## config.mk

```make
export PLATFORM = sky130hd
export DESIGN_NAME = regframe_mgr
export DESIGN_NICKNAME = d
export VERILOG_FILES = /design/src/rtl/regframe_pkg.sv /design/src/rtl/rf_next_frame.sv /design/src/rtl/rf_base_step.sv /design/src/rtl/regframe_mgr.sv
export SDC_FILE = /design/constraint.sdc
export NUM_CORES = 1
export LEC_CHECK = 0
export BUFFER_PORTS_ARGS = -buffer_cell sky130_fd_sc_hd__buf_2
export CELL_PAD_IN_SITES_DETAIL_PLACEMENT = 1
export CELL_PAD_IN_SITES_GLOBAL_PLACEMENT = 1
export CORE_UTILIZATION = 44
export DETAILED_ROUTE_END_ITERATION = 7
export MAX_ROUTING_LAYER = met4
export PLACE_DENSITY = 0.95
export REMOVE_ABC_BUFFERS = 1
export SLEW_MARGIN = 10
export SYNTH_ARGS = -nofsm -noshare
export SYNTH_HDL_FRONTEND = slang
export SYNTH_SLANG_ARGS = --single-unit
```

## constraint.sdc

```tcl
create_clock -name clk -period 5.8 [get_ports clk]
set_input_delay 0.29 -clock clk [delete_from_list [all_inputs] [get_ports clk]]
set_output_delay 0.29 -clock clk [all_outputs]
set_load 0.02 [all_outputs]
```

## src/rtl/regframe_pkg.sv

```systemverilog
package regframe_pkg;

  typedef enum logic [2:0] {
    RF_NOP    = 3'd0,
    RF_ALLOC  = 3'd1,
    RF_CALL   = 3'd2,
    RF_RET    = 3'd3,
    RF_GROW   = 3'd4,
    RF_SHRINK = 3'd5
  } rf_op_e;

  function automatic int unsigned rf_max(input int unsigned a, input int unsigned b);
    return (a > b) ? a : b;
  endfunction

endpackage

```

## src/rtl/rf_next_frame.sv

```systemverilog
module rf_next_frame
  import regframe_pkg::*;
#(
  parameter int MAX_FRAME = 96,
  parameter int FW        = 7,
  parameter int IMM_W     = 7
) (
  input  logic [2:0]       op_code,
  input  logic [FW-1:0]    cur_sof,
  input  logic [FW-1:0]    cur_sol,
  input  logic [FW-1:0]    prv_sof,
  input  logic [FW-1:0]    prv_sol,
  input  logic [FW-1:0]    req_sof,
  input  logic [FW-1:0]    req_sol,
  input  logic [IMM_W-1:0] imm,
  output logic [FW-1:0]    nxt_sof,
  output logic [FW-1:0]    nxt_sol,
  output logic             save_prev,
  output logic             frame_wr,
  output logic             base_move,
  output logic             base_back,
  output logic [FW-1:0]    base_delta,
  output logic             bad_op
);
  localparam int SW = int'(rf_max(FW, IMM_W)) + 1;

  rf_op_e          op;
  logic [SW-1:0]   sof_w;
  logic [SW-1:0]   imm_w;
  logic [SW-1:0]   grown;
  logic [SW-1:0]   shrunk;
  logic [FW-1:0]   shrunk_f;

  assign op       = rf_op_e'(op_code);
  assign sof_w    = SW'(cur_sof);
  assign imm_w    = SW'(imm);
  assign grown    = sof_w + imm_w;
  assign shrunk   = sof_w - imm_w;
  assign shrunk_f = shrunk[FW-1:0];

  always_comb begin
    nxt_sof    = cur_sof;
    nxt_sol    = cur_sol;
    save_prev  = 1'b0;
    frame_wr   = 1'b0;
    base_move  = 1'b0;
    base_back  = 1'b0;
    base_delta = '0;
    bad_op     = 1'b0;
    unique case (op)
      RF_ALLOC: begin
        if ((req_sof > FW'(MAX_FRAME)) || (req_sol > req_sof)) begin
          bad_op = 1'b1;
        end else begin
          nxt_sof  = req_sof;
          nxt_sol  = req_sol;
          frame_wr = 1'b1;
        end
      end
      RF_CALL: begin
        nxt_sof    = cur_sof - cur_sol;
        nxt_sol    = '0;
        save_prev  = 1'b1;
        frame_wr   = 1'b1;
        base_move  = 1'b1;
        base_delta = cur_sol;
      end
      RF_RET: begin
        nxt_sof    = prv_sof;
        nxt_sol    = prv_sol;
        frame_wr   = 1'b1;
        base_move  = 1'b1;
        base_back  = 1'b1;
        base_delta = prv_sol;
      end
      RF_GROW: begin
        if (grown > SW'(MAX_FRAME)) begin
          bad_op = 1'b1;
        end else begin
          nxt_sof  = grown[FW-1:0];
          frame_wr = 1'b1;
        end
      end
      RF_SHRINK: begin
        if (imm_w > sof_w) begin
          bad_op = 1'b1;
        end else begin
          nxt_sof  = shrunk_f;
          nxt_sol  = (shrunk_f < cur_sol) ? shrunk_f : cur_sol;
          frame_wr = 1'b1;
        end
      end
      default: begin
      end
    endcase
  end

endmodule

```

## src/rtl/rf_base_step.sv

```systemverilog
module rf_base_step
  import regframe_pkg::*;
#(
  parameter int PHYS_REGS = 128,
  parameter int BW        = 7,
  parameter int FW        = 7
) (
  input  logic [BW-1:0] base,
  input  logic [FW-1:0] delta,
  input  logic          backward,
  output logic [BW-1:0] nxt_base
);
  localparam int  WW      = int'(rf_max(BW, FW)) + 2;
  localparam bit  IS_POW2 = ((PHYS_REGS & (PHYS_REGS - 1)) == 0);

  logic [WW-1:0] base_w;
  logic [WW-1:0] delta_w;
  logic [WW-1:0] phys_w;

  assign base_w  = WW'(base);
  assign delta_w = WW'(delta);
  assign phys_w  = WW'(PHYS_REGS);

  generate
    if (IS_POW2) begin : g_pow2
      logic [WW-1:0] raw;
      assign raw      = backward ? (base_w - delta_w) : (base_w + delta_w);
      assign nxt_base = raw[BW-1:0];
    end else begin : g_wrap
      logic [WW-1:0] fwd;
      logic [WW-1:0] bwd;
      logic [WW-1:0] sel;
      always_comb begin
        fwd = base_w + delta_w;
        if (fwd >= phys_w) fwd = fwd - phys_w;
        if (base_w >= delta_w) bwd = base_w - delta_w;
        else                   bwd = base_w + phys_w - delta_w;
        sel = backward ? bwd : fwd;
      end
      assign nxt_base = sel[BW-1:0];
    end
  endgenerate

endmodule

```

## src/rtl/regframe_mgr.sv

```systemverilog
module regframe_mgr
  import regframe_pkg::*;
#(
  parameter int MAX_FRAME   = 96,
  parameter int PHYS_REGS   = 128,
  parameter int STATIC_REGS = 32,
  parameter int IMM_W       = 7,
  localparam int FW = $clog2(MAX_FRAME + 1),
  localparam int BW = $clog2(PHYS_REGS),
  localparam int TW = $clog2(STATIC_REGS + MAX_FRAME + 1)
) (
  input  logic             clk,
  input  logic             rst_n,
  input  logic             op_valid,
  input  logic [2:0]       op_code,
  input  logic [FW-1:0]    op_sof,
  input  logic [FW-1:0]    op_sol,
  input  logic [IMM_W-1:0] op_imm,
  output logic [FW-1:0]    frame_sof,
  output logic [FW-1:0]    frame_sol,
  output logic [FW-1:0]    frame_outs,
  output logic [BW-1:0]    frame_base,
  output logic [TW-1:0]    tors_idx,
  output logic [FW-1:0]    pfs_sof,
  output logic [FW-1:0]    pfs_sol,
  output logic             op_fault
);
  logic [FW-1:0] sof_q, sol_q, psof_q, psol_q;
  logic [BW-1:0] base_q;
  logic [TW-1:0] tors_q;
  logic          fault_q;

  logic [FW-1:0] nxt_sof, nxt_sol, base_delta;
  logic          save_prev, frame_wr, base_move, base_back, bad_op;
  logic [BW-1:0] stepped_base;

  rf_next_frame #(
    .MAX_FRAME(MAX_FRAME), .FW(FW), .IMM_W(IMM_W)
  ) u_next (
    .op_code   (op_code),
    .cur_sof   (sof_q),
    .cur_sol   (sol_q),
    .prv_sof   (psof_q),
    .prv_sol   (psol_q),
    .req_sof   (op_sof),
    .req_sol   (op_sol),
    .imm       (op_imm),
    .nxt_sof   (nxt_sof),
    .nxt_sol   (nxt_sol),
    .save_prev (save_prev),
    .frame_wr  (frame_wr),
    .base_move (base_move),
    .base_back (base_back),
    .base_delta(base_delta),
    .bad_op    (bad_op)
  );

  rf_base_step #(
    .PHYS_REGS(PHYS_REGS), .BW(BW), .FW(FW)
  ) u_base (
    .base    (base_q),
    .delta   (base_delta),
    .backward(base_back),
    .nxt_base(stepped_base)
  );

  always_ff @(posedge clk) begin
    if (!rst_n) begin
      sof_q   <= '0;
      sol_q   <= '0;
      psof_q  <= '0;
      psol_q  <= '0;
      base_q  <= '0;
      tors_q  <= TW'(STATIC_REGS);
      fault_q <= 1'b0;
    end else begin
      fault_q <= op_valid & bad_op;
      if (op_valid) begin
        if (save_prev) begin
          psof_q <= sof_q;
          psol_q <= sol_q;
        end
        if (frame_wr) begin
          sof_q  <= nxt_sof;
          sol_q  <= nxt_sol;
          tors_q <= TW'(STATIC_REGS) + TW'(nxt_sof);
        end
        if (base_move) base_q <= stepped_base;
      end
    end
  end

  assign frame_sof  = sof_q;
  assign frame_sol  = sol_q;
  assign frame_outs = sof_q - sol_q;
  assign frame_base = base_q;
  assign tors_idx   = tors_q;
  assign pfs_sof    = psof_q;
  assign pfs_sol    = psol_q;
  assign op_fault   = fault_q;

endmodule

```

# Yosys cells after proc, flatten, opt, wreduce, memory -nomap -nowiden
# Cells that the tools add are included.
totals:
  elab_cells: 55
  ff_bits: 44
  in_bits: 27
op_classes:
  n_lt_le_gt_ge: 5
  reduce_logical: 7
  n_bitwise: 1
  muxes: 21
  eq_ne: 8
  n_addsub: 6
op_table:
  columns: ["cell", "count"]
  rows:
  - ["two-way mux 7 bit", 7]
  - ["case mux 7 bit (5 select lines)", 1]
  - ["case mux 7 bit (4 select lines)", 1]
  - ["subtractor 7 bit", 3]
  - ["greater-than comparator 7 bit", 2]
  - ["case mux 7 bit (2 select lines)", 1]
  - ["two-way mux 1 bit", 9]
  - ["adder 6 x 7 -> 8 bit (first input constant)", 1]
  - ["adder 7 x 7 -> 8 bit", 1]
  - ["greater-than comparator 8 x 7 -> 1 bit (second input constant)", 1]
  - ["adder 7 bit", 1]
  - ["greater-than comparator 7 bit (second input constant)", 1]
  - ["< comparator 7 bit", 1]
  - ["== test 3 x 2 -> 1 bit (second input constant)", 2]
  - ["== test 3 bit (second input constant)", 2]
  - ["AND reduction 2 bit", 3]
  - ["AND reduction 6 bit", 1]
  - ["!= test 2 bit (second input constant)", 2]
  - ["case mux 1 bit (4 select lines)", 1]
  - ["nonzero test 4 bit", 1]
  - ["== test 3 x 1 -> 1 bit (second input constant)", 1]
  - ["case mux 1 bit (3 select lines)", 1]
  - ["!= test 2 x 1 -> 1 bit (second input constant)", 1]
  - ["OR reduction 2 bit", 1]
  - ["2 further kinds", 2]

# Longest topological paths before layout
# Gate-level depths: netlist of run 1.
depth:
  ltp_word: 5
  ltp_mapped: 21
  depth_no_buf: 17

# Cells and area by module
# From an unflattened synthesis of run 1, not the netlist that was laid out.
hier_totals:
  cells_unflattened: 539
  area_unflattened_um2: 4174.0
by_module_without_submodules:
  columns: ["module", "area_per_inst_um2", "instances", "seq_area_each_um2", "cells_per_inst"]
  rows:
  - ["rf_next_frame", 2028.2, 1, 0.0, 276]
  - ["regframe_mgr", 1770.4, 1, 780.7, 213]
  - ["rf_base_step", 375.4, 1, 0.0, 50]

# Least setup slack after synthesis of run 1
# Ideal clock, no wire load.
synth_path:
  kind: "input to register"
  start: "in op_code[0]"
  end: "reg base_q[6] (netlist: frame_base[6])"
  required_ns: 5.724
  path_buffers: 4
  t_arrival_ns: 3.847
  setup_ns: 0.076
  path_stages: 20
  setup_slack_ns: 1.878
  path_cell_list: "clkbuf_1 -> clkbuf_1 -> clkbuf_1 -> clkbuf_1 -> o21ai_0 -> nand2_1 -> ha_1 -> inv_1 -> or3_1 -> a21oi_1 -> a21oi_1 -> ha_1 -> nor2b_1 -> o21ai_0 -> nand2b_1 -> a21o_1 -> a21oi_1 -> xor2_1 -> or3_1 -> a21boi_0"
synth_via:
  elab_chain_len: 4
synth_lines:
  columns: ["element", "line", "source"]
  rows:
  - ["start: declaration", "regframe_mgr.sv:15", "input logic [2:0] op_code,"]
  - ["== test 3 x 2 -> 1 bit", "rf_next_frame.sv:50", "unique case (op)"]
  - ["case mux 7 bit (2 select lines) / OR reduction 2 bit (equally long branches)", null, null]
  - ["adder 7 bit, or another cell as far along", "rf_base_step.sv:27", "assign raw = backward ? (base_w - delta_w) : (base_w + delta_w);"]
  - ["two-way mux 7 bit / AND reduction 2 bit (equally long branches)", null, null]
  - ["end signal: assignment", "regframe_mgr.sv:88", "if (base_move) base_q <= stepped_base;"]
  - ["end: declaration", "regframe_mgr.sv:29", "logic [BW-1:0] base_q;"]
# Several ways; a longest one is shown, not always the timed one.
# A chain may end at the register's enable or synchronous reset.

# Worst setup path in the final report of run 1
layout_path:
  start: "in op_code[1]"
  end: "reg base_q[6] (netlist: frame_base[6])"
# Same word-level chain as after synthesis.

==> metrics.md, run 1 <==
| Metric | Value |
|---|---|
| Worst hold stages | `3` |
| Max-Cap Viols | `0` |
| Clock buffer depth | `2` |
| Post-cts resize count | `0` |
| WP data arrival | `between 4000 and 5000 ps` |
| Final setup TNS | `0 ps` |
| Clock Latency Late Sink | `300 ps` |
| Total Routing Usage GR | `29.4%` |
| Vias/cell | `approximately 6.2` |
| Fin crit share | `66.6%` |
| Final hold vios | `0` |
| Num CTS Buffers | `5` |
| Leak pwr | `between 1.5 and 2 nW` |
| Yosys reg bits | `39` |
| WP data required | `approximately 6000 ps` |
| CTS H-tree lvls | `2` |
| WS Path Type | `in -> reg` |
| Layout cell share with drive strength beyond 1 | `17.9%` |
| PwrDens | `168 nW/um2` |
| DR DRC count | `0` |
| # rows | `34` |
| CTS tree | `built` |
| Post-CTS Hold Fix Bufs | `0` |
| Clk_skew | `14.5 ps` |
| Crit start category | `input pin` |
| RD Place Congestion | `0.917` |
| Hold Path Class | `in -> reg` |
| Area delta synth->final | `10.6%` |
| Async S/R FF share, synth | `0%` |
| Status | `finished, final reports clean` |
| Least-Margin Pin Slew | `1250 ps` |
| Peak Freq | `259 MHz` |
| Largest net degree at the start of global routing | `between 40 and 50` |
| Post-synth EDFFs | `0` |
| Worst Hold End | `op_fault` |
| Library cells used by synthesis | `between 60 and 70` |
| Port-buffer cells | `between 70 and 80` |
| Reg-to-reg slack, setup | `1960 ps` |
| Filler Cells Inserted | `1132` |
| Drt wl/cell | `around 20 um` |
| Hold Crit Start | `op_valid` |
| Ant diodes | `0` |
| Final HPWL DP | `10.2 mm` |
| Final non-filler cell total | `682` |
| Initial Utilization | `45.6%` |
| Post-CTS Setup Inserts | `0` |
| I/O pin count | `78` |
| Max-slew violation count | `0` |
| DRT iter0 DRCs | `375` |
| Cells on worst reg2reg path | `14` |
| First-pass GRT wire length | `21.9 mm` |
| Cell total after placement | `674` |
| DRT Wirelength | `13.6 mm` |
| Max-slew headroom | `16.2%` |
| Area post-placement | `4310 um2` |
| Core area | `8720 um2` |
| Finish-stage setup viols | `0` |
| Nets | `644` |
| Fin crit period | `3860 ps` |
| Avg Cell Area, Syn | `7.57 um2` |
| Worst-path maximum fanout | `13` |
| Total iterations of the first detailed-routing run | `5` |
| Synth warn | `0` |
| RSZ-0062 raised after global routing | `no` |
| Die Area | `9410 um2` |
| Final ANT Viol Nets | `0` |
| Clock sink total | `39` |
| Reg-to-Reg End | `frame_sol[2]` |
| Gr ovfl total | `0` |
| Worst hold slack | `262 ps` |
| Util after Layout | `about half` |
| Mapped Area | `3970 um2` |
| Initial antenna violation count | `0` |
| Fin area | `around 4400 um2` |
| Clock root cell | `clkbuf_8` |
| Top FF cell, synth | `dfxtp_1` |
| Vias in the first global route | `4268` |
| Die W | `97.0 um` |
| Mapped Cells | `525` |
| Die height | `97.0 um` |
| Worst IR Drop VDD | `78.0 uV` |
| Vias | `4254` |
| Sequential element share of the synthesized area | `19.7%` |
| CP endpoint kind | `flip-flop` |
| Clk slew on worst S/H paths | `roughly 80 ps` |
-- metrics by stage --
stage,total power [mW],worst slack (ps)
CTS,0.731,1990
global route,0.772,1540
floorplan,0.456,2540
global placement,0.529,2010
finish,0.738,1940
detailed placement,0.545,1740
-- cells in the mapped netlist (3+ instances only) --
| master | count | area (um2) |
|---|---|---|
| a311o_1 | 5 | 50.1 |
| clkbuf_1 | 24 | 90.1 |
| a211o_1 | 5 | 43.8 |
| o2111ai_1 | 3 | 26.3 |
| o211ai_1 | 4 | 30.0 |
| fa_1 | 4 | 80.1 |
| nand2b_1 | 7 | 43.8 |
| nor3_1 | 4 | 20.0 |
| buf_4 | 7 | 52.6 |
| nand3b_1 | 3 | 22.5 |
| a21o_1 | 7 | 52.6 |
| mux2i_1 | 4 | 40.0 |
| or3_1 | 3 | 18.8 |
| o21ai_0 | 40 | 200 |
| nor2b_1 | 10 | 62.6 |
| dfxtp_1 | 39 | 781 |
| and2_1 | 7 | 43.8 |
| nand2_1 | 87 | 327 |
| o221a_2 | 3 | 33.8 |
| xor2_1 | 7 | 61.3 |
| a21boi_1 | 8 | 60.1 |
| a21oi_1 | 33 | 165 |
| a31oi_1 | 5 | 31.3 |
| a21boi_0 | 18 | 135 |
| a221oi_1 | 9 | 78.8 |
| inv_1 | 41 | 154 |
| a211oi_1 | 4 | 30.0 |
| o21a_1 | 6 | 45.0 |
| nand4_1 | 5 | 31.3 |
| xnor2_1 | 16 | 140 |
| nand3_1 | 6 | 30.0 |
| ha_1 | 40 | 500 |
| nor2_1 | 17 | 63.8 |
-- critical path, cell delays in order --
cell      delay [ps]
buf_2            190
inv_1            230
nor2_1           810
nand2_1          200
ha_1             310
inv_1            110
or3_1            120
a21oi_1           80
a21oi_1          150
ha_1             270
nor2b_1          140
o21ai_0          160
nand2b_1         110
a21o_1           190
a21oi_1          170
xor2_1           100
or3_1            300
a21boi_0         160
-- logic make-up (layout without fill, tap and decap cells) --
| logic type | after synthesis | count (layout) | share of synthesized area [%] |
|---|---|---|---|
| buf+inv | 79 | 128 | 8.57 |
| flops | 39 | 39 | 19.7 |
| xor+xnor | 23 | 23 | 5.07 |
| mux | 5 | 5 | 1.29 |
| simple gates | 168 | 168 | 20.4 |
| fa+ha+maj | 44 | 44 | 14.6 |
| compound gates | 167 | 167 | 30.4 |
-- worst max path at each step --
stage          slack, ps  cells after the start       endpoint  startpoint
2_1_floorplan       2540                     11   frame_sol[1]   flip-flop
3_3_place_gp        2010                     17  frame_base[6]  op_code[0]
3_5_place_dp        1740                     18  frame_base[6]  op_code[1]
4_1_cts             1990                     18  frame_base[6]  op_code[1]
5_1_grt             1540                     18  frame_base[6]  op_code[1]
6_report            1940                     18  frame_base[6]  op_code[1]
-- layout make-up --
type	instances	area, um2	area share (%)
tap	108	135	3.07
multi-input combinational	407	2850	64.9
clock buffer	7	76.3	1.74
timing repair buffer	77	385	8.77
inverter	43	161	3.67
clock inverter	1	5.00	0.114
sequential	39	781	17.8
-- report_power, final --
part	internal [mW]	switching [mW]	total [mW]
Clock	0.0847	0.104	0.189
Combinational	0.0964	0.171	0.268
Sequential	0.273	0.00820	0.281
-- placed cells by master, fill, tap and decap left out, types with 3 or more instances in the layout --
| cell | instances |
|---|---|
| clkbuf_8 | 5 |
| nor2_1 | 17 |
| ha_1 | 40 |
| nand4_1 | 5 |
| o2111ai_1 | 3 |
| or3_1 | 3 |
| o211ai_1 | 4 |
| mux2i_1 | 4 |
| o221a_2 | 3 |
| a31oi_1 | 5 |
| nand2b_1 | 7 |
| nor3_1 | 4 |
| nand3b_1 | 3 |
| nor2b_1 | 10 |
| and2_1 | 7 |
| a21oi_1 | 33 |
| o21ai_0 | 40 |
| a221oi_1 | 9 |
| a21boi_1 | 8 |
| o21a_1 | 6 |
| a21boi_0 | 18 |
| xor2_1 | 7 |
| nand2_1 | 87 |
| dfxtp_1 | 39 |
| buf_2 | 77 |
| fa_1 | 4 |
| a21o_1 | 7 |
| xnor2_1 | 16 |
| a211oi_1 | 4 |
| inv_1 | 41 |
| nand3_1 | 6 |
| a211o_1 | 5 |
| a311o_1 | 5 |
-- routing by layer --
layer / share of wire [%] / global-route usage (%) / vias up
li1: - / - / 1952
met1: 43 / 36.9 / 2063
met2: 48 / 48.9 / 207
met3: 6.8 / 4.12 / 32
met4: 2.2 / 8.84 / 0
met5: 0 / - / -
Note: power is estimated with default switching activity, not from simulation.
==> run 2: changes to the inputs <==
--- a/config.mk
+++ b/config.mk
@@ -8,10 +8,10 @@
 export BUFFER_PORTS_ARGS = -buffer_cell sky130_fd_sc_hd__buf_2
 export CELL_PAD_IN_SITES_DETAIL_PLACEMENT = 1
 export CELL_PAD_IN_SITES_GLOBAL_PLACEMENT = 1
-export CORE_UTILIZATION = 44
+export CORE_UTILIZATION = 41
 export DETAILED_ROUTE_END_ITERATION = 7
 export MAX_ROUTING_LAYER = met4
-export PLACE_DENSITY = 0.95
+export PLACE_DENSITY = 0.9
 export REMOVE_ABC_BUFFERS = 1
 export SLEW_MARGIN = 10
 export SYNTH_ARGS = -nofsm -noshare
==> constraint.sdc (replaced) <==
create_clock -name clk -period 3.7 [get_ports clk]
set_input_delay 0.185 -clock clk [delete_from_list [all_inputs] [get_ports clk]]
set_output_delay 0.185 -clock clk [all_outputs]
set_load 0.02 [all_outputs]
==> run 2 against run 1 <==
Against the previous run: critical path depth shrank 4; hold slack got worse by 130 ps; clock-buffer cell count fell by 1; setup slack worse by 1800 ps; cell count up 5.4%; total power up 80%; non-clock buffer count rose by 16; largest cell class unchanged; critical path type is now reg -> reg.
==> metrics.md, run 2 (same netlist as run 1, synthesis figures left out) <==
| Metric | Value |
|---|---|
| Status | `finished, final reports clean (unchanged)` |
| Sequential Power Share | `32.8% (was 38.1%)` |
| Part of the power in the clock network | `33.5% (was 25.6%)` |
| Drt wl/cell | `20.3 um (was 20.0 um)` |
| Clk slew on worst S/H paths | `90 ps (was 80 ps)` |
| Vias/cell | `5.99 (was 6.24)` |
| Core area | `9330 um2 (was 8720 um2)` |
| Peak Freq | `~280 MHz` |
| Pint | `0.859 mW (was 0.454 mW)` |
| Max incr delay on CP | `440 ps (was 810 ps)` |
| Most common cell after layout, fill and taps aside | `nand2_1 (unchanged)` |
| Final WS setup | `131 ps (was 1940 ps)` |
| Clock Latency Late Sink | `310 ps (was 300 ps)` |
| Least-Margin Pin Slew | `673 ps (was 1250 ps)` |
| NetSw | `0.468 mW (was 0.284 mW)` |
| Final non-filler cell total | `719 (was 682)` |
| WP data arrival | `3790 ps (was 4090 ps)` |
| Vias in the first global route | `4438 (was 4268)` |
| Die Area | `10100 um2 (was 9410 um2)` |
| Area delta synth->final | `16.2% (was 10.6%)` |
| Pre-CTS WS | `71.9 ps (was 1740 ps)` |
| Area post-placement | `4440 um2 (was 4310 um2)` |
| Clock sink total | `39 (unchanged)` |
| WS Path Type | `reg -> reg (was in -> reg)` |
| Cell total after placement | `708 (was 674)` |
| Slowest cell on crit path | `fa_1 (was nor2_1)` |
| Most frequent cells in the layout | `87 x nand2_1, 77 x buf_2, 40 x inv_1, 40 x o21ai_0 (was 87 x nand2_1, 77 x buf_2, 41 x inv_1)` |
| Final hold vios | `0 (unchanged)` |
| Die height | `100 um (was 97.0 um)` |
| Largest net degree at the start of global routing | `39 (was 42)` |
| Port-buffer cells | `77 (unchanged)` |
| Vias | `4304 (was 4254)` |
| DRT Wirelength | `14.6 mm (was 13.6 mm)` |
| Comb pwr share | `33.7% (was 36.3%)` |
| RSZ-0062 raised after global routing | `yes (was no)` |
| Total iterations of the first detailed-routing run | `4 (was 5)` |
| PwrDens | `287 nW/um2 (was 168 nW/um2)` |
| Ant diodes | `0 (unchanged)` |
| CTS H-tree lvls | `2 (unchanged)` |
| Final ANT Viol Nets | `0 (unchanged)` |
| WP data required | `3920 ps (was 6030 ps)` |
| DR DRC count | `0 (unchanged)` |
| Nets | `660 (was 644)` |
| CP Cell Sequence | `inv_1 > ha_1 > inv_1 > fa_1 > a211oi_1 > o21ai_0 > a21oi_1 > xnor2_1 > ha_1 > a211o_1 > a31oi_1 > o31ai_4 > a311o_1 > a21boi_1 (was buf_2 > inv_1 > nor2_1 > nand2_1 > ha_1 > inv_1 > or3_1 > a21oi_1 > a21oi_1 > ha_1 > nor2b_1 > o21ai_0 > nand2b_1 > a21o_1 > a21oi_1 > xor2_1 > or3_1 > a21boi_0)` |
| RD Place Congestion | `0.883 (was 0.917)` |
| # rows | `35 (was 34)` |
| Gr ovfl total | `0 (unchanged)` |
| Fin crit share | `96.5%` |
| Fin crit period | `approximately 3600 ps` |
| Die W | `100 um (was 97.0 um)` |
| Max-slew violation count | `0 (unchanged)` |
| Layout cell share with drive strength beyond 1 | `20.7% (was 17.9%)` |
| Initial antenna violation count | `0 (unchanged)` |
| Hold Path Class | `in -> reg (unchanged)` |
| Leak pwr | `2.00 nW (was 1.89 nW)` |
| Final HPWL DP | `11.0 mm (was 10.2 mm)` |
| Total Routing Usage GR | `30.3% (was 29.4%)` |
| DRT iter0 DRCs | `290 (was 375)` |
| Post-CTS Hold Fix Bufs | `0 (unchanged)` |
| Final setup TNS | `0 ps (unchanged)` |
| Switching share of power | `35.3% (was 38.5%)` |
| Clk_skew | `11.1 ps (was 14.5 ps)` |
| I/O pin count | `78 (unchanged)` |
| Worst IR Drop VDD | `195 uV (was 78.0 uV)` |
| Finish-stage setup viols | `0 (unchanged)` |
| Initial Utilization | `42.6% (was 45.6%)` |
| Num CTS Buffers | `5 (unchanged)` |
| Max-slew headroom | `55.0% (was 16.2%)` |
| Worst-path maximum fanout | `14 (was 13)` |
| Max-Cap Viols | `0 (unchanged)` |
| Clock buffer depth | `2 (unchanged)` |
| CTS tree | `built (unchanged)` |
| Fin area | `4620 um2 (was 4400 um2)` |
| Clock root cell | `clkbuf_8 (unchanged)` |
| First-pass GRT wire length | `23.1 mm (was 21.9 mm)` |
| CP endpoint kind | `flip-flop (unchanged)` |
| Crit start category | `flip-flop (was input pin)` |
-- run 2: final timing paths --
check	endpoint	slack, ps	depth (start not counted)	from
worst min-delay path	op_fault	130	3	op_valid
worst min register to register	tors_idx[5]	460	2	tors_idx[5]
worst max register to register	frame_sol[6]	130	14	flip-flop
worst max-delay path	frame_sol[6]	130	14	flip-flop
-- run 2: cell type report --
| type | instances | area, um2 |
|---|---|---|
| Fill cell | 1200 | 4710 |
| Tap cell | 129 | 161 |
| Inverter | 43 | 161 |
| Timing Repair Buffer | 93 | 518 |
| Clock inverter | 2 | 60.1 |
| Clock buffer | 6 | 72.6 |
| Multi-Input combinational cell | 407 | 2860 |
| Sequential cell | 39 | 781 |
-- run 2: stage by stage --
step	util, %	hold slack [ps]	power (mW)
floorplan	-	260	0.714
global placement	47.6	434	0.846
detailed placement	47.6	452	0.868
CTS	49.0	137	1.31
global route	49.5	150	1.39
finish	49.5	132	1.33
-- run 2: power groups by stage --
stage                     Combinational, mW  Sequential (mW)  Clock [mW]
after floorplan                       0.256            0.459           0
after global routing                  0.482            0.437       0.467
after CTS                             0.430            0.435       0.446
final                                 0.447            0.436       0.444
after global placement                0.402            0.445           0
after detailed placement              0.423            0.445           0
-- run 2: timing repair --
action | in CTS | in global routing
setup endpoints to repair | 0 | 8
endpoints found under the hold margin | 0 | 0
resized for setup | 0 | 3
buffers inserted | 0 | 3
-- run 2: layer usage --
| layer | GRT usage, % | wire length (um) |
|---|---|---|
| met5 | - | 0 |
| met4 | 10.8 | 515 |
| met3 | 4.53 | 998 |
| met2 | 51.1 | 7090 |
| met1 | 36.6 | 6000 |
-- run 2: worst max-delay path: cells and delay by family, from the launching register on --
kind / cells / cell delay (ps)
AOI/OAI and AO/OA: 8 / 1790
DFF: 1 / 360
xor gates and xnor gates: 1 / 250
adders and majority gates: 3 / 940
buffers and inverters: 2 / 170
==> run 3: changes to the inputs <==
--- a/config.mk
+++ b/config.mk
@@ -8,6 +8,7 @@
 export BUFFER_PORTS_ARGS = -buffer_cell sky130_fd_sc_hd__buf_2
 export CELL_PAD_IN_SITES_DETAIL_PLACEMENT = 1
 export CELL_PAD_IN_SITES_GLOBAL_PLACEMENT = 1
+export CORE_MARGIN = 2
 export CORE_UTILIZATION = 41
 export DETAILED_ROUTE_END_ITERATION = 7
 export MAX_ROUTING_LAYER = met4
==> run 3 against run 2 <==
Against the previous run: flip-flop and latch count unchanged; non-clock buffer count down 3; largest cell class unchanged; clock-buffer cell count unchanged; total power down 9.5%; die area up 4.0%; design area down 1.3%; via count up 0.44%; clock power down 27%; clock skew down 3.2 ps.
==> metrics.md, run 3 (same netlist as run 1, synthesis figures left out) <==
| Metric | Value |
|---|---|
| Status | `finished, final reports clean (unchanged)` |
| Num CTS Buffers | `5 (unchanged)` |
| Peak Freq | `283 MHz (was 280 MHz)` |
| PwrDens | `264 nW/um2 (was 287 nW/um2)` |
| Clock buffer depth | `2 (unchanged)` |
| Ant diodes | `0 (unchanged)` |
| I/O pin count | `78 (unchanged)` |
| Max-slew violation count | `0 (unchanged)` |
| Final HPWL DP | `10.8 mm (was 11.0 mm)` |
| Layout cell share with drive strength beyond 1 | `20.8% (was 20.7%)` |
| Total iterations of the first detailed-routing run | `5 (was 4)` |
| Final ANT Viol Nets | `0 (unchanged)` |
| Worst IR Drop VDD | `118 uV (was 195 uV)` |
| Least-Margin Pin Slew | `717 ps (was 673 ps)` |
| Initial antenna violation count | `0 (unchanged)` |
| Die height | `102 um (was 100 um)` |
| Die W | `102 um (was 100 um)` |
| DR DRC count | `0 (unchanged)` |
| Leak pwr | `1.97 nW (was 2.00 nW)` |
| Area delta synth->final | `14.7% (was 16.2%)` |
| Port-buffer cells | `77 (unchanged)` |
| Final hold vios | `0 (unchanged)` |
| DRT Wirelength | `14.2 mm (was 14.6 mm)` |
| Die Area | `10500 um2 (was 10100 um2)` |
| Max-slew headroom | `52.2% (was 55.0%)` |
| Util after Layout | `48.9% (was 49.5%)` |
| Worst-path maximum fanout | `14 (unchanged)` |
| Core area | `9330 um2 (unchanged)` |
| # rows | `35 (unchanged)` |
| Fin crit share | `95.4% (was 96.5%)` |
| DRT iter0 DRCs | `227 (was 290)` |
| Vias | `4323 (was 4304)` |
| Max-Cap Viols | `0 (unchanged)` |
| Clk_skew | `7.91 ps (was 11.1 ps)` |
| Clock root cell | `clkbuf_8 (unchanged)` |
| Clk slew on worst S/H paths | `90 ps (about the same)` |
| CP Cell Sequence | `inv_1 > ha_1 > inv_1 > fa_1 > a21o_1 > a21oi_1 > xnor2_1 > ha_1 > nand2_1 > o21ai_0 > a31oi_2 > o31ai_4 > a311o_1 > a21boi_1 (was inv_1 > ha_1 > inv_1 > fa_1 > a211oi_1 > o21ai_0 > a21oi_1 > xnor2_1 > ha_1 > a211o_1 > a31oi_1 > o31ai_4 > a311o_1 > a21boi_1)` |
| WS Path Type | `reg -> reg (unchanged)` |
| RD Place Congestion | `0.927 (was 0.883)` |
| Gr ovfl total | `0 (unchanged)` |
| Drt wl/cell | `19.9 um (was 20.3 um)` |
| Finish-stage setup viols | `0 (unchanged)` |
| Max incr delay on CP | `610 ps (was 440 ps)` |
| First-pass GRT wire length | `22.4 mm (was 23.1 mm)` |
| Clock sink total | `39 (unchanged)` |
| CP endpoint kind | `flip-flop (unchanged)` |
| Clock Latency Late Sink | `300 ps (was 310 ps)` |
| Hold Path Class | `in -> reg (unchanged)` |
| Vias/cell | `6.05 (was 5.99)` |
| Final setup TNS | `0 ps (unchanged)` |
| CTS tree | `built (unchanged)` |
| CTS H-tree lvls | `2 (unchanged)` |
| Initial Utilization | `42.6% (unchanged)` |
| Post-CTS Hold Fix Bufs | `0 (unchanged)` |
| WP data arrival | `3730 ps (was 3790 ps)` |
| Slowest cell on crit path | `o31ai_4 (was fa_1)` |
| Most common cell after layout, fill and taps aside | `nand2_1 (unchanged)` |
| Vias in the first global route | `4369 (was 4438)` |
| Total buffers and inverters traversed by the critical path | `2 (unchanged)` |
| Most frequent cells in the layout | `87 x nand2_1, 77 x buf_2, 40 x inv_1, 40 x o21ai_0, 40 x ha_1 (was 87 x nand2_1, 77 x buf_2, 40 x inv_1, 40 x o21ai_0)` |
| Total Routing Usage GR | `28.1% (was 30.3%)` |
| Largest net degree at the start of global routing | `39 (unchanged)` |
| WP data required | `3900 ps (was 3920 ps)` |
| Nets | `657 (was 660)` |
| Fin crit period | `3530 ps (was 3570 ps)` |
| Crit start category | `flip-flop (unchanged)` |
| Delay-heaviest family, CP | `compound AO/OA/AOI/OAI gates (unchanged)` |
## run 3: where the power goes
group          internal (mW)  switching, mW  total [mW]
Sequential             0.427        0.00821       0.436
Combinational          0.161          0.282       0.442
Clock                  0.147          0.176       0.323
## run 3: what timing repair did
item | 4_1_cts | 5_1_grt
resized for setup | 0 | 6
endpoints found under the setup margin | 0 | 8
setup buffers | 0 | 1
## run 3: metrics by stage
step / cell area (um2) / hold WS (ps) / setup WS, ps / instances / total power [mW]
3_3_place_gp: 4430 / 432 / 308 / 707 / 0.844
6_report: 4560 / 151 / 170 / 715 / 1.20
2_1_floorplan: 3790 / 260 / 442 / 489 / 0.714
3_5_place_dp: 4430 / 448 / 84.9 / 707 / 0.865
4_1_cts: 4520 / 148 / 65.2 / 714 / 1.19
5_1_grt: 4560 / 171 / -22.3 / 715 / 1.25
## run 3: per-layer routing
metal	GRT usage [%]	vias to the layer above	wire length, um
met4	8.92	0	378
met3	3.76	31	880
li1	-	1969	-
met5	-	-	0
met2	46.7	188	6780
met1	35.3	2135	6210
## run 3: cell type report
cell class	instances	area (um2)
Clock buffer	6	82.6
Tap cell	129	161
Multi-Input combinational cell	407	2880
Fill cell	1219	4770
Timing Repair Buffer	90	483
Clock inverter	1	5.00
Sequential cell	39	781
Inverter	43	161
## run 3: final timing paths
kind,start,endpoint,slack [ps],depth (start not counted)
setup / recovery,flip-flop,frame_sol[4],170,14
hold / removal,op_valid,op_fault,150,3
setup reg to reg,flip-flop,frame_sol[4],170,14
hold reg to reg,tors_idx[7],tors_idx[7],460,2
## run 3: worst reg2reg max path, delay by kind of cell, from the launching register on
kind | cells | cell delay, ps
AOI/OAI and AO/OA | 7 | 1690
adders and majority gates | 3 | 970
DFF | 1 | 360
buffers and inverters | 2 | 170
xor gates and xnor gates | 1 | 160
and+or+nand+nor | 1 | 60
